$ cat src/rtl/absbus_pkg.sv
package absbus_pkg;
  localparam int ADDR_W = 16;
  localparam int DATA_W = 8;

  localparam logic [DATA_W-1:0] OP_LDA_IMM = 8'hA9;
  localparam logic [DATA_W-1:0] OP_LDA_ABS = 8'hAD;
  localparam logic [DATA_W-1:0] OP_STA_ABS = 8'h8D;

  typedef enum logic [2:0] {
    ST_OPC,
    ST_IMM,
    ST_LO,
    ST_HI,
    ST_EFF,
    ST_IDLE
  } seqState_t;

  typedef struct packed {
    logic useEa;
    logic incPc;
    logic takeLo;
    logic takeHi;
    logic takeAcc;
    logic writeCyc;
  } ctrlStrobe_t;
endpackage

$ cat src/rtl/absbus_ctrl.sv
module absbus_ctrl
  import absbus_pkg::*;
#(
  parameter int DW = DATA_W
) (
  input  logic          clk,
  input  logic          rst,
  input  logic          phi2,
  input  logic [DW-1:0] dataIn,
  output ctrlStrobe_t   strobe
);
  seqState_t stateQ, stateD;
  logic storeQ, storeD;

  always_comb begin
    stateD = stateQ;
    storeD = storeQ;
    strobe = '0;
    unique case (stateQ)
      ST_OPC: begin
        strobe.incPc = 1'b1;
        storeD = (dataIn == OP_STA_ABS);
        if (dataIn == OP_LDA_ABS || dataIn == OP_STA_ABS) stateD = ST_LO;
        else if (dataIn == OP_LDA_IMM) stateD = ST_IMM;
        else stateD = ST_IDLE;
      end
      ST_IMM: begin
        strobe.incPc = 1'b1;
        strobe.takeAcc = 1'b1;
        stateD = ST_OPC;
      end
      ST_LO: begin
        strobe.incPc = 1'b1;
        strobe.takeLo = 1'b1;
        stateD = ST_HI;
      end
      ST_HI: begin
        strobe.incPc = 1'b1;
        strobe.takeHi = 1'b1;
        stateD = ST_EFF;
      end
      ST_EFF: begin
        strobe.useEa = 1'b1;
        strobe.takeAcc = !storeQ;
        strobe.writeCyc = storeQ;
        stateD = ST_OPC;
      end
      default: stateD = ST_OPC;
    endcase
  end

  always_ff @(posedge clk) begin
    if (rst) begin
      stateQ <= ST_OPC;
      storeQ <= 1'b0;
    end else if (phi2) begin
      stateQ <= stateD;
      storeQ <= storeD;
    end
  end

  AST_STATE_HOLD_PHI1: assert property (@(posedge clk) disable iff (rst)
    !phi2 |=> $stable(stateQ)) else $error("state moved in phi1");
endmodule

$ cat src/rtl/absbus_dp.sv
module absbus_dp
  import absbus_pkg::*;
#(
  parameter int AW = ADDR_W,
  parameter int DW = DATA_W
) (
  input  logic          clk,
  input  logic          rst,
  input  logic          phi2,
  input  logic [DW-1:0] dataIn,
  input  ctrlStrobe_t   strobe,
  output logic [AW-1:0] addrBus,
  output logic          rwRead,
  output logic [DW-1:0] dataOut
);
  localparam int HW = AW - DW;

  logic [AW-1:0] pcQ;
  logic [DW-1:0] accQ;
  logic [DW-1:0] eaLoQ;
  logic [HW-1:0] eaHiQ;
  logic [DW-1:0] doutQ;

  always_ff @(posedge clk) begin
    if (rst) begin
      pcQ   <= '0;
      accQ  <= '0;
      eaLoQ <= '0;
      eaHiQ <= '0;
      doutQ <= '0;
    end else if (phi2) begin
      if (strobe.incPc)   pcQ   <= pcQ + 1'b1;
      if (strobe.takeLo)  eaLoQ <= dataIn;
      if (strobe.takeHi)  eaHiQ <= HW'(dataIn);
      if (strobe.takeAcc) accQ  <= dataIn;
    end else if (strobe.writeCyc) begin
      doutQ <= accQ;
    end
  end

  assign addrBus = strobe.useEa ? {eaHiQ, eaLoQ} : pcQ;
  assign rwRead  = !strobe.writeCyc;
  assign dataOut = doutQ;

  AST_ADDR_STABLE: assert property (@(posedge clk) disable iff (rst)
    !phi2 |=> ($stable(addrBus) && $stable(rwRead))) else $error("bus moved mid-cycle");
  AST_DOUT_PHI2_ONLY: assert property (@(posedge clk) disable iff (rst)
    phi2 |=> $stable(dataOut)) else $error("write data moved outside phi2");
  AST_ACC_PHI1_HOLD: assert property (@(posedge clk) disable iff (rst)
    !phi2 |=> $stable(accQ)) else $error("accumulator loaded in phi1");
  AST_PC_STEP: assert property (@(posedge clk) disable iff (rst)
    1'b1 |=> (pcQ == $past(pcQ) || pcQ == $past(pcQ) + 1'b1)) else $error("pc jumped");
endmodule

$ cat src/rtl/absbus_seq.sv
module absbus_seq
  import absbus_pkg::*;
#(
  parameter int AW = ADDR_W,
  parameter int DW = DATA_W
) (
  input  logic          clk,
  input  logic          rst,
  input  logic          phi2,
  input  logic [DW-1:0] dataIn,
  output logic [AW-1:0] addrBus,
  output logic          rwRead,
  output logic [DW-1:0] dataOut
);
  ctrlStrobe_t strobe;

  absbus_ctrl #(.DW(DW)) ctrl_i (
    .clk(clk), .rst(rst), .phi2(phi2), .dataIn(dataIn), .strobe(strobe)
  );

  absbus_dp #(.AW(AW), .DW(DW)) dp_i (
    .clk(clk), .rst(rst), .phi2(phi2), .dataIn(dataIn), .strobe(strobe),
    .addrBus(addrBus), .rwRead(rwRead), .dataOut(dataOut)
  );
endmodule

$ cat config.mk
export PLATFORM = sky130hd
export DESIGN_NAME = absbus_seq
export DESIGN_NICKNAME = d
export VERILOG_FILES = /design/src/rtl/absbus_pkg.sv /design/src/rtl/absbus_ctrl.sv /design/src/rtl/absbus_dp.sv /design/src/rtl/absbus_seq.sv
export SDC_FILE = /design/constraint.sdc
export NUM_CORES = 1
export LEC_CHECK = 0
export ABC_CLOCK_PERIOD_IN_PS = 3770
export BUFFER_PORTS_ARGS = -buffer_cell sky130_fd_sc_hd__buf_2
export CAP_MARGIN = 10
export CELL_PAD_IN_SITES_DETAIL_PLACEMENT = 1
export CELL_PAD_IN_SITES_GLOBAL_PLACEMENT = 1
export CORE_MARGIN = 3
export CORE_UTILIZATION = 30
export CTS_CLUSTER_SIZE = 10
export DETAILED_ROUTE_END_ITERATION = 10
export PLACE_DENSITY_LB_ADDON = 0.1
export SYNTH_ARGS = -nofsm -noshare
export SYNTH_HDL_FRONTEND = slang
export SYNTH_SLANG_ARGS = --single-unit
$ cat constraint.sdc
create_clock -name clk -period 3.77 [get_ports clk]
set_input_delay 0.377 -clock clk [delete_from_list [all_inputs] [get_ports clk]]
set_output_delay 0.377 -clock clk [all_outputs]
set_load 0.05 [all_outputs]
==> results_tabular.tex <==
\begin{tabular}{lr}
\hline
Metric & Value \\
\hline
\multicolumn{2}{l}{\textbf{Routing}} \\
First-iteration detailed-routing DRC count & 45 \\
Antenna-violating nets left & 0 \\
Wire length per cell & 16.0 um \\
Iteration count of the initial detailed-routing pass & 4 \\
DRC & 0 \\
Vias after detailed routing & 1958 \\
Post-Route WL & 6.30 mm \\
Vias per inst & 4.97 \\
\multicolumn{2}{l}{\textbf{Global route}} \\
Vias in the first global route & 1961 \\
Pin count of the biggest net entering global routing & 54 \\
Global-route wire length before repair & 10.5 mm \\
GRT Residual Overflow & 0 \\
Number of antenna violations at the first check in global routing & 0 \\
Total track usage & 0.154 \\
\multicolumn{2}{l}{\textbf{Critical path}} \\
Number of buffers and inverters on the critical path & 2 \\
Worst R2R Setup Slack & 1.85 ns \\
Critical path origin & ctrl\_i.stateQ[2] \\
End point of the critical path & addrBus[6] \\
Reg-to-Reg End & dp\_i.pcQ[14] \\
Startpoint of the most critical register-to-register path & ctrl\_i.stateQ[2] \\
Startpoint type of the worst setup path & flop \\
Top Family by Delay on Critical Path & buffers and inverters \\
Stages on worst setup path & 4 \\
Worst-path cell chain & nor3b\_2 > buf\_4 > mux2\_2 > buf\_2 \\
R2R depth & 4 \\
Type of the worst setup path & flop to output port \\
CP Capture Type & output port \\
Delay of the slowest cell on the worst path & 0.50 ns \\
Crit path max fanout & 18 \\
Slowest CP cell & dfxtp\_1 \\
Data arrival, critical path & 2.00 ns \\
Required @ worst endpoint & 3.39 ns \\
\multicolumn{2}{l}{\textbf{Synth}} \\
List of most frequent post-synthesis cells & 52 x dfxtp\_1, 47 x nand2\_1, 30 x a21oi\_1 \\
Synthesized area per cell & 8.60 um2 \\
Cell area after technology mapping & 0.00229 mm2 \\
Dominant cell by count in the synthesized netlist & dfxtp\_1 \\
Predominant post-synthesis flop cell & dfxtp\_1 \\
Sequential cell area fraction in the yosys report & 0.455 \\
Top cells by area in the synthesized netlist & dfxtp\_1 46\%, nand2\_1 7.7\%, mux2\_2 7.4\% \\
Register bit count reported by yosys & 52 \\
Count of flip-flops with a built-in enable after synthesis & 0 \\
Net Count, Synth & 278 \\
Dominant cell type by area after synthesis & dfxtp\_1 \\
Post-synthesis async set-or-reset flop share & 0 \\
Number of library cell types mapped by synthesis & 39 \\
Warnings, synthesis & 0 \\
Area fraction of the dominant cell type after synthesis & 0.455 \\
Gate count after technology mapping & 266 \\
\multicolumn{2}{l}{\textbf{CTS}} \\
Sinks on Clock Net & 52 \\
Register clock-pin slew on the reported worst setup and hold paths & 0.09 ns \\
TritonCTS clock tree & built \\
Clock H-tree levels & 2 \\
Number of CTS-inserted buffers & 5 \\
Clock tree root driver cell & clkbuf\_8 \\
PostCTS Resize Cnt & 0 \\
Setup Fix Bufs, Post-CTS & 0 \\
Number of buffers inserted for hold repair after clock tree synthesis & 0 \\
Max clock buf depth & 2 \\
Insertion delay to the later sink of the worst-skew pair & 0.30 ns \\
\multicolumn{2}{l}{\textbf{Timing}} \\
Post-layout minimum cycle time & 2.37 ns \\
Clock skew after layout & 0.00772 ns \\
Transition at the pin with the smallest max-transition slack & 1.01 ns \\
Final number of setup-violating endpoints & 0 \\
Unrepaired setup endpoints after global routing & no \\
Slew margin rel. & 0.328 \\
Period Utilization, post-route & 0.630 \\
Setup TNS after final layout & 0 ns \\
Final Slew Violations & 0 \\
Hold Fails Final Rpt & 0 \\
Maximum clock frequency & 421 MHz \\
\multicolumn{2}{l}{\textbf{Die}} \\
Core Rows & 31 \\
Initial core utilization & 0.312 \\
Width of the die & 93.3 um \\
Y dimension of the die & 93.3 um \\
Area enclosed by the die boundary & 0.00871 mm2 \\
Num ports & 36 \\
Core region area & 0.00733 mm2 \\
\multicolumn{2}{l}{\textbf{Job}} \\
Number of max-capacitance violations reported & 0 \\
\multicolumn{2}{l}{\textbf{Finish}} \\
Number of cells in the finished layout apart from fillers & 394 \\
\# diodes & 0 \\
Layout cells sized above 1 & 0.210 \\
Area Overhead vs Synth & 14.4\% \\
Net total in the final layout & 307 \\
\multicolumn{2}{l}{\textbf{Min path}} \\
Start point of the worst hold path & dataIn[6] \\
Hold/Removal Path Class & input port to flop \\
\multicolumn{2}{l}{\textbf{Power and ir drop}} \\
Static leakage & 1.01 nW \\
Pwr Density & 367 mW/mm2 \\
Max rail drop VDD & 0.165 mV \\
\multicolumn{2}{l}{\textbf{Placed design}} \\
Number of instances in the placed design & 387 \\
Detailed-placement wirelength estimate & 4.32 mm \\
Weighted congestion reported at the end of routability-driven placement & 0.697 \\
IO buf count & 35 \\
\multicolumn{2}{l}{\textbf{Run status}} \\
Outcome & completed \\
\hline
\end{tabular}
==> how the worst min path moves through the flow <==
stage                      end  slack (ns)  depth (start not counted)
2_1_floorplan  dp_i.dataOut[0]        0.43                          2
3_3_place_gp     dp_i.eaHiQ[6]        0.44                          2
3_5_place_dp     dp_i.eaLoQ[1]        0.44                          2
4_1_cts          dp_i.eaHiQ[6]        0.35                          3
5_1_grt          dp_i.eaHiQ[0]        0.36                          3
6_report         dp_i.eaHiQ[6]        0.36                          3
==> cells by family after synthesis <==
kind of cell / Yosys count / share of synthesized area
adders and majority gates: 1 / 0.00547
DFF: 52 / 0.455
buffers and inverters: 16 / 0.0295
and+or+nand+nor: 114 / 0.244
AOI/OAI and AO/OA: 49 / 0.115
xor gates and xnor gates: 11 / 0.0421
muxes: 23 / 0.109
==> cell usage in the layout (no fill, tap or decap), types with 5 or more instances in the layout <==
cell type   n
dfxtp_1    52
a21oi_1    30
mux2i_1     8
xnor2_1     7
buf_2      35
o21ai_0    12
nand2_1    47
clkbuf_8    5
nand4_1     8
mux2_2     15
nor2_1     23
==> state kept, by name, summed over array words and instances (netlist names) <==
name           flops
ctrl_i.storeQ      1
dp_i.accQ          8
dp_i.dataOut       8
ctrl_i.stateQ      3
dp_i.eaHiQ         8
dp_i.eaLoQ         8
dp_i.pcQ          16
==> through the flow <==
stage | hold WS (ns) | util | setup WS (ns) | area [um2] | power (W)
2_1_floorplan | 0.432 | - | 1.36 | 2290 | 0.000639
3_3_place_gp | 0.442 | 0.346 | 1.69 | 2540 | 0.000666
3_5_place_dp | 0.444 | 0.346 | 1.55 | 2540 | 0.000667
4_1_cts | 0.354 | 0.357 | 1.38 | 2620 | 0.000979
5_1_grt | 0.359 | 0.357 | 1.29 | 2620 | 0.00102
6_report | 0.361 | 0.357 | 1.40 | 2620 | 0.000961
==> per-layer routing <==
metal	part of all wire	wire length, um	up-vias	global-route usage
met5	0	0	-	0
met3	0.025	157	6	0.0306
met2	0.46	2900	21	0.240
met4	0.010	65	0	0.0403
li1	-	-	973	-
met1	0.50	3180	958	0.217
==> layout make-up <==
class | count | area [um2]
clock buffer | 6 | 72.6
clock inverter | 1 | 5.00
fill | 877 | 4710
inverter | 2 | 7.51
multi-input combinational | 198 | 1180
sequential | 52 | 1040
tap | 99 | 124
timing repair buffer | 36 | 183
==> power by group <==
| part | leakage [nW] | internal [W] | switching [W] |
|---|---|---|---|
| sequential | 0.420 | 0.000558 | 0.0000115 |
| clock | 0.0410 | 0.000127 | 0.000181 |
| combinational | 0.546 | 0.0000299 | 0.0000542 |
==> worst min-delay path, stage by stage <==
cell and delay (ns):
buf_2 0.13, nand2_1 0.06, a21oi_1 0.05
(Power assumes the default switching activity.)
